## config.mk

```make
export PLATFORM = sky130hd
export DESIGN_NAME = sp_packer
export DESIGN_NICKNAME = d
export VERILOG_FILES = /design/src/rtl/sp_pack_pkg.sv /design/src/rtl/sp_pack_align.sv /design/src/rtl/sp_pack_round.sv /design/src/rtl/sp_pack_assemble.sv /design/src/rtl/sp_packer.sv
export SDC_FILE = /design/constraint.sdc
export NUM_CORES = 1
export LEC_CHECK = 0
export CORE_AREA = 2 2 140 142
export DETAILED_ROUTE_END_ITERATION = 7
export DIE_AREA = 0 0 142 144
export GPL_TIMING_DRIVEN = 0
export SYNTH_ARGS = -nofsm -noshare
export SYNTH_HDL_FRONTEND = slang
export SYNTH_SLANG_ARGS = --single-unit
```

## constraint.sdc

```tcl
create_clock -name clk -period 1.4 [get_ports clk]
set_clock_uncertainty 0.05 [all_clocks]
set_input_delay 0.14 -clock clk [delete_from_list [all_inputs] [get_ports clk]]
set_output_delay 0.14 -clock clk [all_outputs]
set_load 0.005 [all_outputs]
```

## src/rtl/sp_pack_pkg.sv

```systemverilog
package sp_pack_pkg;

   localparam int FRAC_W = 23;
   localparam int SIG_W  = FRAC_W + 1;
   localparam int BIAS   = 127;
   localparam int EXP_MAX = 255;

   typedef enum logic [2:0] {
      CLS_ZERO = 3'd0,
      CLS_NORM = 3'd1,
      CLS_INF  = 3'd2,
      CLS_QNAN = 3'd3,
      CLS_SNAN = 3'd4
   } cls_e;

   typedef enum logic [1:0] {
      RM_NEAR = 2'd0,
      RM_ZERO = 2'd1,
      RM_UP   = 2'd2,
      RM_DOWN = 2'd3
   } rmode_e;

   typedef struct packed {
      logic [31:0] word;
      logic        ovf;
      logic        unf;
      logic        inx;
   } pk_res_t;

endpackage

```

## src/rtl/sp_pack_align.sv

```systemverilog
module sp_pack_align
   import sp_pack_pkg::*;
#(
   parameter int MW  = 28,
   parameter int SHW = 6
) (
   input  logic [MW-1:0]    man,
   input  logic             stk,
   input  logic [SHW-1:0]   sh,
   output logic [SIG_W-1:0] kept,
   output logic             grd,
   output logic             stky
);

   if (MW < SIG_W + 2) begin : g_bad_mw
      $error("sp_pack_align: MW must leave guard and round bits");
   end

   logic [MW-1:0] shifted;

   always_comb begin
      shifted = man >> sh;
      kept    = shifted[SIG_W-1:0];
      grd     = 1'b0;
      stky    = stk;
      for (int i = 0; i < MW; i++) begin
         if (i + 1 == int'(sh)) grd = man[i];
         if (i + 1 < int'(sh))  stky = stky | man[i];
      end
   end

endmodule

```

## src/rtl/sp_pack_round.sv

```systemverilog
module sp_pack_round
   import sp_pack_pkg::*;
(
   input  logic [1:0]       mode,
   input  logic             sign,
   input  logic [SIG_W-1:0] kept,
   input  logic             grd,
   input  logic             stky,
   output logic [SIG_W:0]   rnd,
   output logic             inexact
);

   logic up;

   always_comb begin
      inexact = grd | stky;
      unique case (rmode_e'(mode))
         RM_NEAR: up = grd & (stky | kept[0]);
         RM_ZERO: up = 1'b0;
         RM_UP:   up = inexact & ~sign;
         RM_DOWN: up = inexact & sign;
         default: up = 1'b0;
      endcase
      rnd = {1'b0, kept} + {{SIG_W{1'b0}}, up};
   end

endmodule

```

## src/rtl/sp_pack_assemble.sv

```systemverilog
module sp_pack_assemble
   import sp_pack_pkg::*;
(
   input  logic [2:0]        cls,
   input  logic              sign,
   input  logic              sub,
   input  logic signed [31:0] eb,
   input  logic [SIG_W:0]    rnd,
   input  logic              inexact,
   input  logic              trap_en,
   input  logic [1:0]        mode,
   input  logic [FRAC_W-1:0] nan_frac,
   output pk_res_t           res
);

   logic signed [31:0] ef;
   logic               to_inf;

   always_comb begin
      unique case (rmode_e'(mode))
         RM_NEAR: to_inf = 1'b1;
         RM_ZERO: to_inf = 1'b0;
         RM_UP:   to_inf = ~sign;
         RM_DOWN: to_inf = sign;
         default: to_inf = 1'b0;
      endcase
   end

   always_comb begin
      res      = '0;
      ef       = eb + 32'(rnd[SIG_W]);
      res.word = {sign, 31'd0};
      unique case (cls_e'(cls))
         CLS_INF: res.word = {sign, 8'hFF, {FRAC_W{1'b0}}};
         CLS_QNAN, CLS_SNAN:
            res.word = {sign, 8'hFF, 1'b1, nan_frac[FRAC_W-2:0]};
         CLS_NORM: begin
            res.inx = inexact;
            if (sub) begin
               if (rnd[SIG_W-1]) begin
                  res.word = {sign, 8'd1, {FRAC_W{1'b0}}};
               end else begin
                  res.word = {sign, 8'd0, rnd[FRAC_W-1:0]};
                  res.unf  = inexact | trap_en;
               end
            end else if (ef >= EXP_MAX) begin
               res.ovf  = 1'b1;
               res.inx  = 1'b1;
               res.word = to_inf ? {sign, 8'hFF, {FRAC_W{1'b0}}}
                                 : {sign, 8'hFE, {FRAC_W{1'b1}}};
            end else begin
               res.word = {sign, ef[7:0], rnd[FRAC_W-1:0]};
            end
         end
         default: res.word = {sign, 31'd0};
      endcase
   end

endmodule

```

## src/rtl/sp_packer.sv

```systemverilog
module sp_packer
   import sp_pack_pkg::*;
#(
   parameter int MW = 28,
   parameter int EW = 10
) (
   input  logic          clk,
   input  logic          rst_n,
   input  logic          in_vld,
   input  logic [2:0]    in_cls,
   input  logic          in_sign,
   input  logic [EW-1:0] in_exp,
   input  logic [MW-1:0] in_man,
   input  logic          in_stk,
   input  logic [1:0]    rnd_mode,
   input  logic          uf_trap_en,
   output logic          out_vld,
   output logic [31:0]   out_word,
   output logic          out_ovf,
   output logic          out_unf,
   output logic          out_inx
);

   localparam int BASE_SH = MW - SIG_W;
   localparam int SH_MAX  = MW + 1;
   localparam int SHW     = $clog2(SH_MAX + 1) + 1;

   if (MW < SIG_W + 2 || MW > 60) begin : g_bad_mw
      $error("sp_packer: MW out of range");
   end
   if (EW < 9 || EW > 30) begin : g_bad_ew
      $error("sp_packer: EW out of range");
   end

   logic signed [31:0] eb;
   logic               sub;
   logic [SHW-1:0]     sh;
   logic [SIG_W-1:0]   kept;
   logic               grd, stky, inexact;
   logic [SIG_W:0]     rnd;
   pk_res_t            nxt, cur;

   always_comb begin
      int tot;
      eb  = 32'(int'($signed(in_exp)) + BIAS);
      sub = (eb <= 0);
      tot = BASE_SH + (sub ? (1 - int'(eb)) : 0);
      if (tot > SH_MAX) tot = SH_MAX;
      sh  = SHW'(tot);
   end

   sp_pack_align #(.MW(MW), .SHW(SHW)) u_align (
      .man  (in_man),
      .stk  (in_stk),
      .sh   (sh),
      .kept (kept),
      .grd  (grd),
      .stky (stky)
   );

   sp_pack_round u_round (
      .mode    (rnd_mode),
      .sign    (in_sign),
      .kept    (kept),
      .grd     (grd),
      .stky    (stky),
      .rnd     (rnd),
      .inexact (inexact)
   );

   sp_pack_assemble u_asm (
      .cls      (in_cls),
      .sign     (in_sign),
      .sub      (sub),
      .eb       (eb),
      .rnd      (rnd),
      .inexact  (inexact),
      .trap_en  (uf_trap_en),
      .mode     (rnd_mode),
      .nan_frac (in_man[MW-2 -: FRAC_W]),
      .res      (nxt)
   );

   always_ff @(posedge clk or negedge rst_n) begin
      if (!rst_n) begin
         out_vld <= 1'b0;
         cur     <= '0;
      end else begin
         out_vld <= in_vld;
         if (in_vld) cur <= nxt;
      end
   end

   assign out_word = cur.word;
   assign out_ovf  = cur.ovf;
   assign out_unf  = cur.unf;
   assign out_inx  = cur.inx;

endmodule

```

---- After elaboration in Yosys (flattened, before gate mapping) ----
Cells that the tools add are included.
storage, ports and cells
  bits in read-only memories .............. 0
  bits of input ports ..................... 49
  RAM bits ................................ 0
  flip-flop bits (word level) ............. 36
  bits in latches ......................... 0
  memories kept ........................... 0
  logic and storage cells ................. 186
  output and inout bits ................... 36
cells by class
  reduce and logical (&&, ||, !) cells .... 2
  add/subtract/negate cells ............... 5
  muxes and demuxes ....................... 72
  div/mod/pow operators ................... 0
  $mul .................................... 0
  bitwise operators ....................... 35
  magnitude comparators ................... 31
  shifts and indexed selects .............. 1
  eq/ne operators ......................... 35
operators with widths
  kind                     number
  $pmux W31 S3             1
  $eq A6 B6 Y1 const A     13
  $lt A5 B6 Y1 const A     13
  $mux W1                  62
  $mux W31                 2
  $eq A5 B6 Y1 const A     8
  $lt A4 B6 Y1 const A     8
  $mux W24                 2
  $add A4 B32 Y32 const A  1
  $ge A32 B9 Y1 const B    1
  $gt A32 B6 Y1 const B    1
  $mux W32                 1
  $or A1 B1 Y1             31
  $shr A28 B6 Y24          1
  $add A24 B1 Y25          1
  $eq A4 B6 Y1 const A     4
  $lt A3 B6 Y1 const A     4
  $add A11 B2 Y12          1
  $eq A3 B6 Y1 const A     2
  $lt A2 B6 Y1 const A     2
  $sub A2 B11 Y12 const A  1
  $add A10 B8 Y11 const B  1
  $le A11 B1 Y1 const B    1
  $pmux W1 S4              2
  other kinds (13)         17

---- Logic depth before layout (Yosys ltp) ----
Gate-level depths: netlist of run 1.
  depth in word-level cells ............... 71
  gate-level depth with buffers ........... 59
  depth with buffers taken out ............ 52

---- By module ----
From an unflattened synthesis of run 1, not the netlist that was laid out.
second synthesis, totals
  cells, all modules ...................... 753
  area, all modules ....................... 6,150.9 µm²
by module, submodules not included
  module            sequential area each (µm²)  cells each  instances  area each (µm²)
  sp_packer         900.9                       212         1          2,274.7
  sp_pack_align     0.0                         296         1          2,107.0
  sp_pack_assemble  0.0                         179         1          1,262.5
  sp_pack_round     0.0                         66          1          506.7

---- Worst setup path before layout of run 1 ----
Ideal clock, no wire load.
  path kind ............................... input -> register
  start point ............................. input port in_exp[0]
  end point ............................... register cur, in the netlist out_word[12]
  library setup time ...................... 0.082 ns
  data arrival time ....................... 11.480 ns
  cell stages on the path ................. 56
  required time ........................... 1.268 ns
  path slack .............................. -10.212 ns
  buffers on the path ..................... 9
  cells stage by stage .................... clkbuf_1 -> inv_1 -> ha_1 -> clkbuf_1 -> or4_1 -> a2111o_1 -> nand2_1 -> clkbuf_1 -> nand2_1 -> inv_2 -> ha_1 -> buf_1 -> inv_1 -> a221o_1 -> a21oi_1 -> nand2_1 -> ha_1 -> nor4_1 -> (+20 left out) -> a211o_1 -> or3_1 -> clkbuf_1 -> nor2_1 -> nor4bb_1 -> ha_1 -> ha_1 -> nor2_1 -> a21oi_1 -> xnor2_1 -> nor4_1 -> o21ai_0 -> o21ai_0 -> o22ai_1 -> clkbuf_1 -> nor3_1 -> o22ai_1 -> a31oi_1
between the ends
  longest elaborated chain between the ends .. 71
  elaborated cells on any way between the ends .. 160
  classes of those cells .................. 5 x add/sub; 31 x order compare; 28 x eq/ne; 1 x shift; 63 x mux; 32 x bitwise
ends and longest elaborated chain
  item                                              RTL line                                                       source
  start, declared                                   sp_packer.sv:12                                                input logic [EW-1:0] in_exp,
  $add A10 B8 Y11 (*)                               sp_packer.sv:45                                                eb = 32'(int'($signed(in_exp)) + BIAS);
  $sub A2 B11 Y12 or $le A11 B1 Y1 (tied branches)  sp_packer.sv:47, sp_packer.sv:46
  $mux W32                                          sp_packer.sv:47                                                tot = BASE_SH + (sub ? (1 - int'(eb)) : 0);
  $add A4 B32 Y32                                   sp_packer.sv:47
  $gt A32 B6 Y1                                     sp_packer.sv:48                                                if (tot > SH_MAX) tot = SH_MAX;
  $mux W6                                           sp_packer.sv:48
  $lt A1 B6 Y1                                      sp_pack_align.sv:28                                            if (i + 1 < int'(sh)) stky = stky | man[i];
  $mux W1                                           sp_pack_align.sv:28
  (+55 left out)                                    --
  $and A1 B1 Y1, on equally long branches           sp_pack_round.sv:21, sp_pack_round.sv:18, sp_pack_round.sv:20
  $pmux W1 S4                                       sp_pack_round.sv:17                                            unique case (rmode_e'(mode))
  $add A24 B1 Y25                                   sp_pack_round.sv:24                                            rnd = {1'b0, kept} + {{SIG_W{1'b0}}, up};
  $add A11 B2 Y12                                   sp_pack_assemble.sv:31                                         ef = eb + 32'(rnd[SIG_W]);
  $ge A32 B9 Y1                                     sp_pack_assemble.sv:46                                         end else if (ef >= EXP_MAX) begin
  $mux W31                                          sp_pack_assemble.sv:46
  $mux W31 (*)                                      sp_pack_assemble.sv:39                                         if (sub) begin
  $pmux W31 S3 (*)                                  sp_pack_assemble.sv:33                                         unique case (cls_e'(cls))
  end signal, assigned                              sp_packer.sv:90                                                if (in_vld) cur <= nxt;
  end, declared                                     sp_packer.sv:41                                                pk_res_t nxt, cur;
Mark *: on every way between the ends. The rest lies on a longest branch, timed or not.
A chain may end at the register's enable or synchronous reset.

---- Worst setup path after layout of run 1 ----
  start point ............................. input port in_exp[0]
  end point ............................... register cur, in the netlist out_inx
between the ends
  longest elaborated chain between the ends .. 71
  elaborated cells on any way between the ends .. 159
  classes of those cells .................. 5 x add/sub; 31 x order compare; 28 x eq/ne; 1 x shift; 62 x mux; 32 x bitwise
ends and longest elaborated chain
  item                                              RTL line
  $add A10 B8 Y11 (*)                               sp_packer.sv:45
  $sub A2 B11 Y12 or $le A11 B1 Y1 (tied branches)  sp_packer.sv:47, sp_packer.sv:46
  $mux W32                                          sp_packer.sv:47
  $add A4 B32 Y32                                   sp_packer.sv:47
  $gt A32 B6 Y1                                     sp_packer.sv:48
  $mux W6                                           sp_packer.sv:48
  $lt A1 B6 Y1                                      sp_pack_align.sv:28
  $mux W1                                           sp_pack_align.sv:28
  (+55 left out)                                    --
  $and A1 B1 Y1, on equally long branches           sp_pack_round.sv:21, sp_pack_round.sv:18, sp_pack_round.sv:20
  $pmux W1 S4                                       sp_pack_round.sv:17
  $add A24 B1 Y25                                   sp_pack_round.sv:24
  $add A11 B2 Y12                                   sp_pack_assemble.sv:31
  $ge A32 B9 Y1                                     sp_pack_assemble.sv:46
  $mux W1                                           sp_pack_assemble.sv:46
  $mux W1 (*)                                       sp_pack_assemble.sv:39
  $mux W3 (*)                                       sp_pack_assemble.sv:33
Marked as above.

==> results of run 1 <==
## metal layers
layer | up-vias | share of wire, %
met2 | 531 | 45
met5 | - | 0
li1 | 4031 | -
met4 | 0 | 4.6
met3 | 96 | 9.3
met1 | 4273 | 42
## cell usage in the layout (no fill, tap or decap), types with 6 or more instances in the layout
cell type / count
a21oi_1: 59
nor2b_1: 7
a211o_1: 6
o21ai_1: 14
nor2_1: 57
nand4_1: 9
and2_1: 6
xor2_1: 10
xnor2_1: 30
or3_1: 12
mux2i_1: 21
o21ai_0: 50
nor2_4: 12
clkbuf_16: 7
and3_1: 9
clkbuf_8: 6
buf_8: 8
o22a_1: 13
nand3_1: 27
a21oi_2: 19
nand2_1: 103
nand2b_1: 22
o221ai_1: 14
nand2_2: 8
nor3_1: 27
ha_2: 7
buf_4: 96
a31oi_1: 23
a22oi_1: 6
dfrtp_1: 36
nor4_1: 7
a211oi_1: 8
o22ai_1: 28
buf_6: 16
ha_4: 6
o211ai_1: 20
o21a_1: 7
clkbuf_1: 29
inv_1: 25
clkdlybuf4s50_1: 68
## area by class of cell
class / instances / area share, %
clock inverters: 1 / 0.07767
multi-input cells: 822 / 63.18
well taps: 238 / 3.081
flip-flops and latches: 36 / 9.320
plain buffers: 59 / 4.440
inverters: 32 / 1.528
repair buffers: 183 / 16.89
clock buffers: 7 / 1.476
## through the flow
step	total power (W)	hold slack [ps]	utilization, %	std cells	cell area [sq um]
2_1_floorplan	0.003399	-205.6	-	956	6949
3_3_place_gp	0.004765	433.0	41.81	1267	7978
3_5_place_dp	0.004719	233.6	41.79	1267	7973
4_1_cts	0.006361	336.9	49.07	1366	9363
5_1_grt	0.006920	353.6	50.66	1378	9666
6_report	0.006637	345.9	50.66	1378	9666
## flip-flops by register name, summed over array words and instances (netlist names)
register,count
out_word,32
out_inx,1
out_ovf,1
out_unf,1
out_vld,1
## kinds of logic after synthesis
kind of cell,Yosys count
buffers and inverters,98
and+or+nand+nor,369
xor gates and xnor gates,44
adders and majority gates,15
AOI/OAI and AO/OA,365
DFF,36
muxes,29
## what timing repair did
| item | 4_1_cts | 5_1_grt |
|---|---|---|
| hold buffers | 1 | 0 |
| gates resized for setup | 132 | 66 |
| endpoints found under the setup margin | 34 | 36 |
| pin swaps | 61 | 46 |
| hold endpoints to repair | 36 | 0 |
| buffers inserted | 93 | 16 |
| gates cloned | 1 | 0 |
## final timing paths
| check | cells after the start | from | endpoint | slack, ps |
|---|---|---|---|---|
| setup / recovery | 59 | in_exp[0] | out_inx | -8430 |
| hold / removal | 3 | in_man[11] | out_word[7] | 350 |
| setup reg to reg | 3 | out_word[17] | out_word[17] | 470 |
| hold reg to reg | 2 | out_word[4] | out_word[4] | 440 |
| max in group asynchronous | 2 | rst_n | out_word[2] | 340 |
| min in group asynchronous | 2 | rst_n | out_word[16] | 430 |
## power breakdown
group | switching [W] | internal [W] | leakage, nW
clock | 0.000442 | 0.000709 | 0.0701
combinational | 0.00263 | 0.00166 | 3.09
sequential | 0.0000569 | 0.00114 | 0.459
total | 0.00313 | 0.00351 | 3.62
## critical path, delay by kind of cell
family / cells / cell delay [ps]
AND/OR/NAND/NOR: 10 / 2000
buffers and inverters: 35 / 4330
adder cells (fa/ha/maj): 2 / 440
AO/OA/AOI/OAI: 12 / 2990
==> flow_metrics.tcl, run 1 <==
set metrics [dict create \
    fillers 1829 \
    rows 51 \
    ir_worst_vdd_v 0.0004410 \
    max_slew.worst_pin.slew_ps 1010 \
    fmax_ghz 0.1017 \
    synth_top_family_by_area "compound AO/OA/AOI/OAI gates" \
    area_delta_synth_final_pct 47.23 \
    synth_enable_flop_cells 0 \
    gp_congestion 1.025 \
    multiInputGateArea_sq_mm 0.006107 \
    synth-seq-cells 36 \
    die-height_microns 144 \
    setup_viol 34 \
    maxCapViolations 0 \
    worstPathRequired_ps 1510 \
    wl_per_cell_microns 25.18 \
    cts_tree "built" \
    synth.most_common_cell "nand2_1" \
    min_path_type "input port to flop" \
    violations "negative setup slack" \
    async_flop_share_pct 100.0 \
    cts_buffers 5 \
    ys_seq_area_share_pct 13.72 \
    root_buffer "clkbuf_16" \
    cp_max_fo 10 \
    portBuffers 73 \
    synth.area.top_cells "dfrtp_1 (14%), nand2_1 (6.6%), a21oi_1 (6.0%)" \
    drtIter0Drc 1016 \
    dpl_worst_slack_ps -11170 \
    power_leakage_nw 3.615 \
    die_area_sq_mm 0.02045 \
    antenna_found_initial 1 \
    postRouteAntennaNets 0 \
    diodes 0 \
    syn_area_per_cell_sq_um 6.867 \
    setup_slack_ps -8431 \
    synth_compound_area_share_pct 38.67 \
    die_w_microns 142 \
    dp_hpwl_microns 25430 \
    synth_top_area_share_pct 13.72 \
    clk_latency_ps 290 \
    rsz0062_at_grt "true" \
    use_met3_pct 6.490 \
    endpoint_kind "flop" \
    layout_min_cycle_time_ps 9831 \
    grt_max_degree 37 \
    slew_headroom_pct 30.89 \
    use_met2_pct 53.37 \
    grt_pass1_vias 8530 \
    synth_warnings 0 \
    ioPinCount 85 \
    start_kind "input port" \
    cts_htree_levels 2 \
    grt-ovfl-total 0 \
    synthTopCellsByCount "nand2_1 (115), a21oi_1 (79), nor2_1 (74)" \
    netlist_instances 956 \
    yosys.area_share.simple_pct 27.94 \
    routed_via_density 6.481 \
    grtUsageMet1_pct 43.37 \
    critPathMaxStageDelay_ps 570 \
    finalSetupTns_ps -279290 \
    drcViolationCount 0 \
    synth_nets 1020 \
    start_util_pct 34.41 \
    period_share_pct 702.2 \
    grt_pass1_wl_microns 51270 \
    drtPass1Iterations 6 \
    crit_arrival_ps 9940 \
    netlist_area_sq_mm 0.006565 \
    drive_gt1_share_pct 26.23 \
    ys.flop_type "dfrtp_1" \
    seq_area_sq_um 900.9 \
    synthAdderAreaFrac_pct 2.859 \
    status "complete, but fails checks" \
    core-area_sq_mm 0.01908 \
    yosysUniqueCellTypes 93 \
    synth-xor-area-share_pct 6.080 \
    slew_viol_final 0 \
    grt_use_total_pct 32.92 \
    critical_path_class "input port to flop" \
    path_clk_slew_ps 60 \
    max-clock-path-buffers 2 \
    cts_num_sinks 36 \
    synth_top_area_cell "dfrtp_1" \
    muxShareOfSynthArea_pct 4.955 \
    power_density_mw_per_mm2 686.7 \
    critPathSlowestCell "or4_4" \
    fin_nets 1203 \
    num_vias 8931 \
    worst_path_most_repeated_cell "buf_4" \
    grt-busiest-layer "met2" \
    hold_viol 0 \
    wl_microns 34700 \
]
Note: power is estimated with default switching activity, not from simulation.
==> run 2: changes to the inputs <==
Settings changed: HOLD_SLACK_MARGIN set to 0.12.
==> results of run 2 <==
No change in the layout: final DEF, timing and power equal those of run 1.
